`src/rtl/crt_raster_timer.sv`:
```
module crt_raster_timer #(
  parameter int HW  = 8,
  parameter int VW  = 7,
  parameter int RW  = 5,
  parameter int AW  = 14,
  parameter int SWW = 4,
  parameter int VSL = 16
) (
  input  logic           clk,
  input  logic           rst_n,
  input  logic [HW-1:0]  h_total,
  input  logic [HW-1:0]  h_disp,
  input  logic [HW-1:0]  hs_pos,
  input  logic [SWW-1:0] hs_width,
  input  logic [VW-1:0]  v_total,
  input  logic [RW-1:0]  v_adj,
  input  logic [VW-1:0]  v_disp,
  input  logic [VW-1:0]  vs_pos,
  input  logic [RW-1:0]  max_line,
  input  logic [AW-1:0]  start_addr,
  output logic [AW-1:0]  ma,
  output logic [RW-1:0]  ra,
  output logic           hs,
  output logic           vs,
  output logic           de,
  output logic           frame_start
);
  localparam int VCW = (VSL > 1) ? $clog2(VSL) : 1;

  logic [HW-1:0]  hcnt;
  logic [VW-1:0]  row;
  logic           in_adj;
  logic [AW-1:0]  base;
  logic [VCW-1:0] vs_cnt;

  logic           line_end, row_last, adj_last, last_row, frame_end, enter_adj, row_adv;
  logic [RW-1:0]  ra_n;
  logic [VW-1:0]  row_n;
  logic           adj_n;
  logic [AW-1:0]  base_n;
  logic [HW:0]    hs_end;

  assign line_end  = (hcnt == h_total);
  assign row_last  = (ra == max_line);
  assign adj_last  = (ra == v_adj - 1'b1);
  assign last_row  = row_last && (row == v_total);
  assign frame_end = in_adj ? adj_last : (last_row && (v_adj == '0));
  assign enter_adj = !in_adj && last_row && (v_adj != '0);
  assign row_adv   = !in_adj && row_last;

  always_comb begin
    ra_n   = (frame_end || row_adv) ? '0 : ra + 1'b1;
    row_n  = frame_end ? '0 : ((row_adv && !enter_adj) ? row + 1'b1 : row);
    adj_n  = enter_adj ? 1'b1 : (frame_end ? 1'b0 : in_adj);
    base_n = frame_end ? start_addr : (row_adv ? base + AW'(h_disp) : base);
  end

  always_ff @(posedge clk or negedge rst_n) begin
    if (!rst_n) begin
      hcnt        <= '0;
      ra          <= '0;
      row         <= '0;
      in_adj      <= 1'b0;
      base        <= '0;
      ma          <= '0;
      vs          <= 1'b0;
      vs_cnt      <= '0;
      frame_start <= 1'b0;
    end else begin
      frame_start <= line_end && frame_end;
      if (line_end) begin
        hcnt   <= '0;
        ra     <= ra_n;
        row    <= row_n;
        in_adj <= adj_n;
        base   <= base_n;
        ma     <= base_n;
        if (row_n == vs_pos && ra_n == '0 && !adj_n) begin
          vs     <= 1'b1;
          vs_cnt <= '0;
        end else if (vs) begin
          if (vs_cnt == VCW'(VSL - 1)) vs <= 1'b0;
          else vs_cnt <= vs_cnt + 1'b1;
        end
      end else begin
        hcnt <= hcnt + 1'b1;
        ma   <= ma + 1'b1;
      end
    end
  end

  assign hs_end = {1'b0, hs_pos} + (HW+1)'(hs_width);
  assign hs = (hs_width != '0) && (hcnt >= hs_pos) && ({1'b0, hcnt} < hs_end);
  assign de = (hcnt < h_disp) && (row < v_disp) && !in_adj;

  AST_HCNT_WRAP: assert property (@(posedge clk) disable iff (!rst_n)
    line_end |=> (hcnt == '0));
  AST_MA_STEP: assert property (@(posedge clk) disable iff (!rst_n)
    !line_end |=> (ma == $past(ma) + 1'b1));
  AST_RA_BOUND: assert property (@(posedge clk) disable iff (!rst_n)
    !in_adj |-> (ra <= max_line));
  AST_FS_ORIGIN: assert property (@(posedge clk) disable iff (!rst_n)
    frame_start |-> (hcnt == '0 && ra == '0 && row == '0 && !in_adj));
  AST_FS_ADDR: assert property (@(posedge clk) disable iff (!rst_n)
    (frame_start && $stable(start_addr)) |-> (ma == start_addr));
  AST_ADJ_NO_DE: assert property (@(posedge clk) disable iff (!rst_n)
    (in_adj && $past(in_adj)) |-> !de);
  AST_LINE_BASE: assert property (@(posedge clk) disable iff (!rst_n)
    (line_end && !row_last && !in_adj) |=> (ma == base));
endmodule

```
`config.mk`:
```
export PLATFORM = sky130hd
export DESIGN_NAME = crt_raster_timer
export DESIGN_NICKNAME = d
export VERILOG_FILES = /design/src/rtl/crt_raster_timer.sv
export SDC_FILE = /design/constraint.sdc
export NUM_CORES = 1
export LEC_CHECK = 0
export ABC_AREA = 1
export BUFFER_PORTS_ARGS = -buffer_cell sky130_fd_sc_hd__buf_2
export CELL_PAD_IN_SITES_DETAIL_PLACEMENT = 1
export CELL_PAD_IN_SITES_GLOBAL_PLACEMENT = 2
export CORE_UTILIZATION = 33
export CTS_CLUSTER_DIAMETER = 80
export DETAILED_ROUTE_END_ITERATION = 10
export GPL_ROUTABILITY_DRIVEN = 0
export PLACE_DENSITY_LB_ADDON = 0.1
export SLEW_MARGIN = 10
export SYNTH_ARGS = -nofsm -noshare
export SYNTH_HDL_FRONTEND = slang
export SYNTH_SLANG_ARGS = --single-unit
export TNS_END_PERCENT = 30
```
`constraint.sdc`:
```
create_clock -name clk -period 6.55 [get_ports clk]
set_input_delay 0.9825 -clock clk [delete_from_list [all_inputs] [get_ports clk]]
set_output_delay 0.9825 -clock clk [all_outputs]
set_load 0.05 [all_outputs]
```
==> reports/summary.txt <==
CTS Sinks: 55
Worst path slowest cell: fa_1
cell breakdown of the critical path: buf_2 > ha_1 > fa_1 > nand3_1 > nand2_1 > nand2_1 > nand2_1 > ha_1 > nand2_1 > o2111ai_1 > a21oi_1 > o21bai_1 > a21oi_1 > a31oi_1 > nor2_1 > buf_2
most frequent CP cell: nand2_1
Seq/Total Area, Yosys: 0.282
Pwr Density: 280 mW/mm²
Synth Net Count: 833
final instance area: 0.00574 mm²
Slew @ Worst Pin: 0.790 ns
Startpoint Class: input port
largest net degree at the start of global routing: 56
Die W: 124 µm
GRT Total Usage: 0.199
syn_area_per_cell: 6.88 µm²
relative max-transition margin: 0.473
Initial Util: 0.337
Setup Buffers After CTS: 0
TritonCTS clock tree: done
final hold vios: 0
1st-pass router iterations: 6
Max Transition Viols Final: 0
initial antenna violation count: 1
Resize count post-CTS: 0
Synth warnings: 0
final wirelength: 14.2 mm
Core Area: 0.0145 mm²
Die H: 124 µm
DRT iter0 DRCs: 191
IO buf count: 97
Combinational Power Share: 0.451
Worst-Skew Late Latency: 0.30 ns
#FFs+latches synth: 55
HP Class: reg -> reg
gr ovfl total: 0
Area after DPL: 0.00554 mm²
vias: 4870
fill count: 1888
Psw: 0.724 mW
setup TNS: 0 ns
endpoints failing setup: 0
ys flop type: dfrtp_1
final worst path period need: 4.37 ns
max-cap violations: 0
synthesis-to-layout area growth: 17.5%
drt wl/cell: 14.4 µm
Yosys cell types: 52
number of top-level pins: 98
crit-path max FO: 3
layout cell share with drive strength beyond 1: 0.178
maximum buffer depth of the clock tree: 2
sequential share of power: 0.329
clock power share: 0.221
non-filler cells, final: 989
Net Sw Frac: 0.450
placed cells: 979
H-Tree Depth: 2
Async SR Flop Fraction: 1.00
f_max: 229 MHz
Post-Syn Area: 0.00488 mm²
drt via density: 4.92
Root Driver: clkbuf_16
worst path required time: 5.57 ns
post-detail-place hpwl: 11.3 mm
crit path DAT: 3.39 ns
Tot Pwr: 1.61 mW
first-pass GRT wire length: 23.8 mm
DRT antenna net count: 0
clock skew: 0.00571 ns
Layout Utilization: 0.396
crit-path max cell delay: 0.41 ns
Setup CP Type: in -> out
internal power: 0.885 mW
Site Rows: 44
unrepaired setup endpoints after global routing: no
CTS buffer count: 5
outcome: completed
Post-Syn Instances: 710
Leak Pwr: 3.16 nW
VDD IR max: 178 µV
Die Area: 0.0153 mm²
Worst setup EP type: output pin
NumNets Final: 925
vias in the first global route: 5047
Tcrit/Tclk final: 0.668
Clock Pin Slew Worst Setup and Hold Paths: 0.08 ns
drt drc: 0
Hold Buf Count CTS: 0
EDFF count, synth: 0
-- per-stage QoR --
stage               setup slack [ns]  hold WS, ns
floorplan                       2.24        0.468
global placement                2.24        0.487
detailed placement              2.14        0.497
CTS                             2.14        0.518
global route                    1.92        0.555
finish                          2.18        0.513
-- final timing paths --
| kind | from | to | slack [ns] | cells past startpoint |
|---|---|---|---|---|
| max reg2reg | hcnt[6]$_DFF_PN0_ | ma[5]$_DFF_PN0_ | 3.44 | 10 |
| min | vs$_DFFE_PN0P_ | vs$_DFFE_PN0P_ | 0.51 | 2 |
| min in group asynchronous | rst_n | vs_cnt[1]$_DFFE_PN0P_ | 0.83 | 2 |
| min reg2reg | vs$_DFFE_PN0P_ | vs$_DFFE_PN0P_ | 0.51 | 2 |
| max | hs_pos[0] | hs | 2.18 | 16 |
| max in group asynchronous | rst_n | hcnt[5]$_DFF_PN0_ | 5.21 | 2 |
-- cell type report --
cell class / count / area (µm²) / share of cell area
multi-input combinational: 534 / 3040 / 0.529
sequential: 55 / 1380 / 0.240
timing repair buffer: 99 / 500 / 0.0872
inverter: 107 / 402 / 0.0700
tap: 184 / 230 / 0.0401
clock buffer: 6 / 129 / 0.0225
clock inverter: 2 / 60.1 / 0.0105
antenna: 2 / 5.00 / 0.000872
-- worst max-delay path: cells and delay by family --
kind / cells / cell delay, ns
buffers and inverters: 2 / 0.33
AO/OA/AOI/OAI: 5 / 0.71
adder cells (fa/ha/maj): 3 / 0.94
AND/OR/NAND/NOR: 6 / 0.44
-- power by group through the flow --
stage	combinational, mW	clock [mW]	sequential (mW)
floorplan	0.390	0	0.660
global placement	0.702	0	0.536
detailed placement	0.734	0	0.539
CTS	0.739	0.364	0.532
global route	0.828	0.374	0.547
finish	0.725	0.355	0.528
-- cell families (layout without fill, tap and decap cells) --
family	Yosys count	count (layout)	synth area share
compound gates	100	100	0.120
simple gates	353	353	0.316
mux	1	1	0.00205
buf+inv	121	214	0.0968
flops	55	55	0.282
xor+xnor	32	32	0.0574
other cells	0	2	0
fa+ha+maj	48	48	0.126
-- synthesized netlist by cell type, types with 3 or more instances --
cell type / count / share of area
a21oi_1: 30 / 0.031
nand3_2: 3 / 0.0061
xnor2_1: 12 / 0.022
nor3_1: 8 / 0.0082
o21ai_1: 4 / 0.0041
nand3_1: 44 / 0.045
o31ai_1: 3 / 0.0046
clkbuf_1: 7 / 0.0054
nand2_2: 3 / 0.0038
o211ai_1: 4 / 0.0061
nand3b_1: 3 / 0.0046
nand4_1: 12 / 0.015
or2_2: 5 / 0.0064
nor2_1: 44 / 0.034
dfrtp_1: 55 / 0.28
nand2_1: 216 / 0.17
o21ai_0: 37 / 0.038
ha_1: 46 / 0.12
inv_1: 90 / 0.069
nor2_2: 4 / 0.0051
a21boi_0: 3 / 0.0046
buf_2: 3 / 0.0031
o21bai_1: 4 / 0.0061
xor2_1: 20 / 0.036
inv_2: 16 / 0.012
-- per-layer routing --
layer	wire (µm)	GRT usage	share of wire	vias up
met5	0	0	0	-
met4	51	0.0316	0.0036	0
met3	491	0.0325	0.035	2
met2	7070	0.360	0.50	60
met1	6580	0.250	0.46	2333
li1	-	-	-	2475
-- placed cells by master, fill, tap and decap left out, drive strengths merged, types with 2 or more instances in the layout --
| cell type | n |
|---|---|
| nand2 | 220 |
| inv | 106 |
| buf | 99 |
| dfrtp | 55 |
| nor2 | 50 |
| nand3 | 48 |
| ha | 46 |
| o21ai | 42 |
| a21oi | 30 |
| xor2 | 20 |
| nand4 | 12 |
| xnor2 | 12 |
| nor3 | 8 |
| clkbuf | 6 |
| or2 | 5 |
| o21bai | 5 |
| o211ai | 4 |
| nand3b | 3 |
| o31ai | 3 |
| a21boi | 3 |
| diode | 2 |
| nor3b | 2 |
| a22oi | 2 |
| a31oi | 2 |
| o21a | 2 |
| fa | 2 |
| bufinv | 2 |
-- state kept, by name, indices dropped and copies added (netlist names) --
name         flops
ra               5
row              7
ma              14
base            14
in_adj           1
hcnt             8
vs               1
vs_cnt           4
frame_start      1
No activity file was read; power rests on OpenSTA's default activity.
